===== config.mk =====
export PLATFORM = sky130hd
export DESIGN_NAME = desat_gate_channel
export DESIGN_NICKNAME = d
export VERILOG_FILES = /design/src/rtl/desat_gate_pkg.sv /design/src/rtl/dg_drive_seq.sv /design/src/rtl/dg_desat_det.sv /design/src/rtl/dg_vfb_filter.sv /design/src/rtl/desat_gate_channel.sv
export SDC_FILE = /design/constraint.sdc
export NUM_CORES = 1
export LEC_CHECK = 0
export BUFFER_PORTS_ARGS = -buffer_cell sky130_fd_sc_hd__buf_4
export CORE_UTILIZATION = 60
export DETAILED_ROUTE_END_ITERATION = 10
export PLACE_DENSITY = 0.75
export SLEW_MARGIN = 20
export SYNTH_ARGS = -nofsm -noshare
export SYNTH_HDL_FRONTEND = slang
export SYNTH_SLANG_ARGS = --single-unit

===== constraint.sdc =====
create_clock -name clk -period 2.46 [get_ports clk]
set_clock_uncertainty 0.1 [all_clocks]
set_input_delay 0.738 -clock clk [delete_from_list [all_inputs] [get_ports clk]]
set_output_delay 0.738 -clock clk [all_outputs]
set_load 0.05 [all_outputs]

===== src/rtl/desat_gate_pkg.sv =====
package desat_gate_pkg;

  typedef enum logic [1:0] {
    DRV_OFF  = 2'd0,
    DRV_ON   = 2'd1,
    DRV_SSD  = 2'd2,
    DRV_LOCK = 2'd3
  } drv_state_e;

  // Counter width able to hold the value lim.
  function automatic int cnt_w(int unsigned lim);
    return (lim < 2) ? 1 : $clog2(lim + 1);
  endfunction

  // A window of lim cycles, indexed from zero, is still open at count cnt.
  function automatic logic window_open(int unsigned cnt, int unsigned lim);
    return cnt < lim;
  endfunction

  // Persistence counter reaches its limit on this sample.
  function automatic logic run_complete(int unsigned cnt, int unsigned lim);
    return cnt == lim - 1;
  endfunction

endpackage


===== src/rtl/dg_drive_seq.sv =====
module dg_drive_seq
  import desat_gate_pkg::*;
#(
  parameter int unsigned BOOST_CYC = 13,
  parameter int unsigned SSD_CYC   = 300
) (
  input  logic clk,
  input  logic rst_n,
  input  logic on_cmd,
  input  logic ssd_cmd,
  output logic src_main_en,
  output logic src_boost_en,
  output logic sink_en,
  output logic ssd_pd_en,
  output logic on_active
);

  localparam int unsigned CNT_LIM = (SSD_CYC > BOOST_CYC) ? SSD_CYC : BOOST_CYC;
  localparam int CW = cnt_w(CNT_LIM);

  drv_state_e     state_q, state_d;
  logic [CW-1:0]  cnt_q, cnt_d;

  always_comb begin
    state_d = state_q;
    cnt_d   = cnt_q;
    unique case (state_q)
      DRV_OFF: begin
        if (on_cmd) begin
          state_d = DRV_ON;
          cnt_d   = '0;
        end
      end
      DRV_ON: begin
        if (ssd_cmd) begin
          state_d = DRV_SSD;
          cnt_d   = '0;
        end else if (!on_cmd) begin
          state_d = DRV_OFF;
        end else if (cnt_q < CW'(BOOST_CYC)) begin
          cnt_d = cnt_q + CW'(1);
        end
      end
      DRV_SSD: begin
        if (run_complete(32'(cnt_q), SSD_CYC)) begin
          state_d = DRV_LOCK;
        end else begin
          cnt_d = cnt_q + CW'(1);
        end
      end
      DRV_LOCK: begin
        if (!on_cmd) state_d = DRV_OFF;
      end
      default: state_d = DRV_OFF;
    endcase
  end

  always_ff @(posedge clk or negedge rst_n) begin
    if (!rst_n) begin
      state_q <= DRV_OFF;
      cnt_q   <= '0;
    end else begin
      state_q <= state_d;
      cnt_q   <= cnt_d;
    end
  end

  assign on_active    = (state_q == DRV_ON);
  assign src_main_en  = on_active;
  assign src_boost_en = on_active && window_open(32'(cnt_q), BOOST_CYC);
  assign ssd_pd_en    = (state_q == DRV_SSD);
  assign sink_en      = (state_q == DRV_OFF) || (state_q == DRV_LOCK);

endmodule


===== src/rtl/dg_desat_det.sv =====
module dg_desat_det
  import desat_gate_pkg::*;
#(
  parameter int unsigned BLANK_CYC = 225,
  parameter int unsigned FILT_CYC  = 150
) (
  input  logic clk,
  input  logic rst_n,
  input  logic on_active,
  input  logic desat_cmp,
  output logic blank_win,
  output logic desat_flag
);

  localparam int BW = cnt_w(BLANK_CYC);
  localparam int FW = cnt_w(FILT_CYC);

  logic [BW-1:0] blank_q;
  logic [FW-1:0] filt_q;
  logic          qualify;
  logic          flag_q;

  // Blanking restarts each time the switch enters the on state.
  always_ff @(posedge clk or negedge rst_n) begin
    if (!rst_n) begin
      blank_q <= '0;
    end else if (!on_active) begin
      blank_q <= '0;
    end else if (blank_q < BW'(BLANK_CYC)) begin
      blank_q <= blank_q + BW'(1);
    end
  end

  assign blank_win = on_active && window_open(32'(blank_q), BLANK_CYC);
  assign qualify   = on_active && !blank_win && desat_cmp;

  // Consecutive-sample filter; saturates so that one run gives one flag.
  always_ff @(posedge clk or negedge rst_n) begin
    if (!rst_n) begin
      filt_q <= '0;
      flag_q <= 1'b0;
    end else begin
      flag_q <= qualify && run_complete(32'(filt_q), FILT_CYC);
      if (!qualify) begin
        filt_q <= '0;
      end else if (filt_q < FW'(FILT_CYC)) begin
        filt_q <= filt_q + FW'(1);
      end
    end
  end

  assign desat_flag = flag_q;

endmodule


===== src/rtl/dg_vfb_filter.sv =====
module dg_vfb_filter
  import desat_gate_pkg::*;
#(
  parameter int unsigned MIN_CYC = 20
) (
  input  logic clk,
  input  logic rst_n,
  input  logic desat_cmp,
  output logic vfb_on
);

  localparam int VW = cnt_w(MIN_CYC);

  logic          raw_on;
  logic          out_q;
  logic [VW-1:0] run_q;

  assign raw_on = !desat_cmp;

  always_ff @(posedge clk or negedge rst_n) begin
    if (!rst_n) begin
      out_q <= 1'b0;
      run_q <= '0;
    end else if (raw_on != out_q) begin
      if (run_complete(32'(run_q), MIN_CYC)) begin
        out_q <= raw_on;
        run_q <= '0;
      end else begin
        run_q <= run_q + VW'(1);
      end
    end else begin
      run_q <= '0;
    end
  end

  assign vfb_on = out_q;

endmodule


===== src/rtl/desat_gate_channel.sv =====
module desat_gate_channel #(
  parameter int unsigned BLANK_CYC   = 225,
  parameter int unsigned FILT_CYC    = 150,
  parameter int unsigned BOOST_CYC   = 13,
  parameter int unsigned SSD_CYC     = 300,
  parameter int unsigned VFB_MIN_CYC = 20
) (
  input  logic clk,
  input  logic rst_n,
  input  logic on_cmd,
  input  logic desat_cmp,
  input  logic ssd_cmd,
  output logic src_main_en,
  output logic src_boost_en,
  output logic sink_en,
  output logic ssd_pd_en,
  output logic desat_flag,
  output logic vfb_on
);

  logic on_active;
  logic blank_win;

  dg_drive_seq #(
    .BOOST_CYC (BOOST_CYC),
    .SSD_CYC   (SSD_CYC)
  ) u_drive (
    .clk          (clk),
    .rst_n        (rst_n),
    .on_cmd       (on_cmd),
    .ssd_cmd      (ssd_cmd),
    .src_main_en  (src_main_en),
    .src_boost_en (src_boost_en),
    .sink_en      (sink_en),
    .ssd_pd_en    (ssd_pd_en),
    .on_active    (on_active)
  );

  dg_desat_det #(
    .BLANK_CYC (BLANK_CYC),
    .FILT_CYC  (FILT_CYC)
  ) u_det (
    .clk        (clk),
    .rst_n      (rst_n),
    .on_active  (on_active),
    .desat_cmp  (desat_cmp),
    .blank_win  (blank_win),
    .desat_flag (desat_flag)
  );

  dg_vfb_filter #(
    .MIN_CYC (VFB_MIN_CYC)
  ) u_vfb (
    .clk       (clk),
    .rst_n     (rst_n),
    .desat_cmp (desat_cmp),
    .vfb_on    (vfb_on)
  );

endmodule


==> flow_summary.ini <==
[global_routing]
grt_pass1_wl_um = 6310
grt_max_degree = 35
overflow = 0
grt_usage_pct = 23.8
grt_pass1_vias = 1435
antenna_found_initial = 0

[floorplan]
floorplan.initialDensity_pct = 64.4
num_rows = 20
ios = 11
die_area_mm2 = 0.00360
core_mm2 = 0.00313
dieHeight_um = 60.0
fp.dieW_um = 60.0

[synth]
synth.area.top_cells = dfrtp_1, ha_1, xnor2_1
seq_area_frac_synth_pct = 42.2
syn-instance-count = 203
yosys.area_share.simple_pct = 24.3
synthAdderAreaFrac_pct = 6.83
ys_top_cells_by_count = dfrtp_1, nor2_1, ha_1
synthXorXnorAreaFrac_pct = 5.21
synth-async-reset-ratio_pct = 100
yosysMostFrequentCell = dfrtp_1
synth_cell_types = 47
netlist_area_mm2 = 0.00202
synthFlopType = dfrtp_1
synth.area.mux_share_pct = 2.05
syn_nets = 219
yosysTopAreaCellShare_pct = 42.2
synth_top_family_by_area = simple AND/OR/NAND/NOR gates
syn_area_per_cell_um2 = 9.93
synth_compound_area_share_pct = 16.9
yosysWarnings = 0
synth.ff_latch_count = 34
synth-edff-count = 0
synth_top_area_cell = dfrtp_1

[timing]
fin_tns_setup_ns = 0
fin_crit_sh_pct = 96.3
hold_viol_final = 0
setup_slack_ns = 0.0919
max_slew_margin_pct = 56.2
finalSetupViolCount = 0
rsz0062_at_grt = false
final-max-slew-violation-count = 0
worst_pin_slew_ns = 0.652
fmax_mhz = 422
fin_crit_ns = 2.37

[placement]
portBuffers = 10
post-place-ws_ns = 0.398
place_hpwl_um = 2780
place_area_mm2 = 0.00214
gp_congestion = 0.856

[worst_setup_path]
reg2reg_setup_slack_ns = 0.41
critPathBufInv = 2
cp.required_ns = 1.62
regToRegStartpoint = u_drive.state_q[1]
crit_end = ssd_pd_en
crit_path_start = u_drive.state_q[0]
cp-end-kind = output pin
crit_chain = inv_1 -> ha_1 -> buf_4
cp.arrival_ns = 1.53
crit_path_max_incr_delay_ns = 0.43
timing_worst_setup_path_type = register to output pin
ff2ff_path_depth = 7
crit_slowest_cell = dfrtp_1
reg2reg_to = u_drive.cnt_q[6]
startpoint_type = register
path_delay_family = flip-flops
path_depth = 3
crit_fanout = 9

[clock_tree]
numCtsBuffers = 5
cts-root-buf = clkbuf_4
clockBufferDepth = 2
postCtsSetupBuffers = 0
clk_latency_ns = 0.33
clock_sinks = 34
cts_tree = yes
cts_max_level = 2
clk_pin_slew_ns = 0.10

[pwr]
vdd_ir_drop_max_mv = 0.717
p_total_mw = 1.62
p_leak_nw = 0.885
power.density_mw_per_mm2 = 739

[cells_and_area]
final_layout_size_suffix_gt1_share_pct = 11.9
fin_nets = 234
utilization_pct = 70.2
final_cell_area_mm2 = 0.00219
area_growth_pct = 8.88
antenna_cells = 0

[detailed_routing]
first_pass_iters = 4
post_drt_wl_per_cell_um = 14.2
antenna_left = 0
drc = 0
first_iter_violations = 80
dr_total_vias = 1569
drt_wl_total_um = 3730
routed_via_density = 5.99

[hold_path]
worstHoldPathType = primary input to asynchronous set/reset pin

[job]
max_cap_violations = 0

[run_status]
status = finished, final reports clean
[stage by stage]
stage	hold slack (ns)	std cells
after floorplan	0.333	203
after global placement	0.354	255
after detailed placement	0.369	255
after CTS	0.244	262
after global routing	0.257	262
final	0.241	262
[state kept, by name (all words and copies together) (netlist names)]
signal            cells
u_det.filt_q          8
u_drive.cnt_q         9
u_vfb.vfb_on          1
u_vfb.run_q           5
u_det.desat_flag      1
u_det.blank_q         8
u_drive.state_q       2
[kinds of logic (layout without fill, tap and decap cells)]
group                      count (synthesis)  in the layout
and+or+nand+nor                           84             84
AOI/OAI and AO/OA                         45             45
xor gates and xnor gates                  12             12
muxes                                      4              4
DFF                                       34             34
adders and majority gates                 11             11
buffers and inverters                     13             28
[cell type report]
type                       instances  area, µm²
tap                               44       55.1
multi-input combinational        156       1120
inverter                          10       37.5
clock buffer                       7       45.0
fill                             250        933
timing repair buffer              11       82.6
sequential                        34        851
[placed cells by master (no fill, tap or decap), types with 4 or more instances in the layout]
cell type / count
dfrtp_1: 34
o211ai_1: 6
buf_4: 11
and2_1: 6
o2bb2ai_1: 5
or3_1: 4
nand2b_1: 7
nand3_1: 9
xnor2_1: 10
nor2_1: 21
o21ai_0: 8
nand2_1: 10
nor3_1: 4
nand4_1: 7
inv_1: 10
clkbuf_4: 5
ha_1: 10
[layer usage]
layer	track usage (%)	vias to the layer above	routed length (µm)
li1	-	775	-
met1	28.9	762	1620
met2	41.1	26	1930
met3	5.84	6	110
met4	7.97	0	63
met5	0	-	0
[worst min-delay path by stage]
stage,start,end,cells past startpoint,slack (ns)
6_report,rst_n,u_det.blank_q[4],1,0.24
5_1_grt,rst_n,u_det.blank_q[1],1,0.26
4_1_cts,rst_n,u_det.blank_q[0],1,0.24
3_5_place_dp,u_vfb.run_q[0],u_vfb.run_q[0],1,0.37
3_3_place_gp,u_vfb.run_q[0],u_vfb.run_q[0],1,0.35
2_1_floorplan,u_vfb.run_q[0],u_vfb.run_q[0],1,0.33
[where the power goes]
group	internal [mW]	leakage (nW)	switching [mW]	total, mW
Clock	0.108	0.0254	0.169	0.277
Sequential	0.601	0.462	0.0501	0.651
Combinational	0.265	0.398	0.428	0.693
[timing repair]
action	CTS	global route
hold buffers	0	0
setup endpoints to repair	0	1
gates resized for setup	0	1
Note: power is estimated with default switching activity, not from simulation.
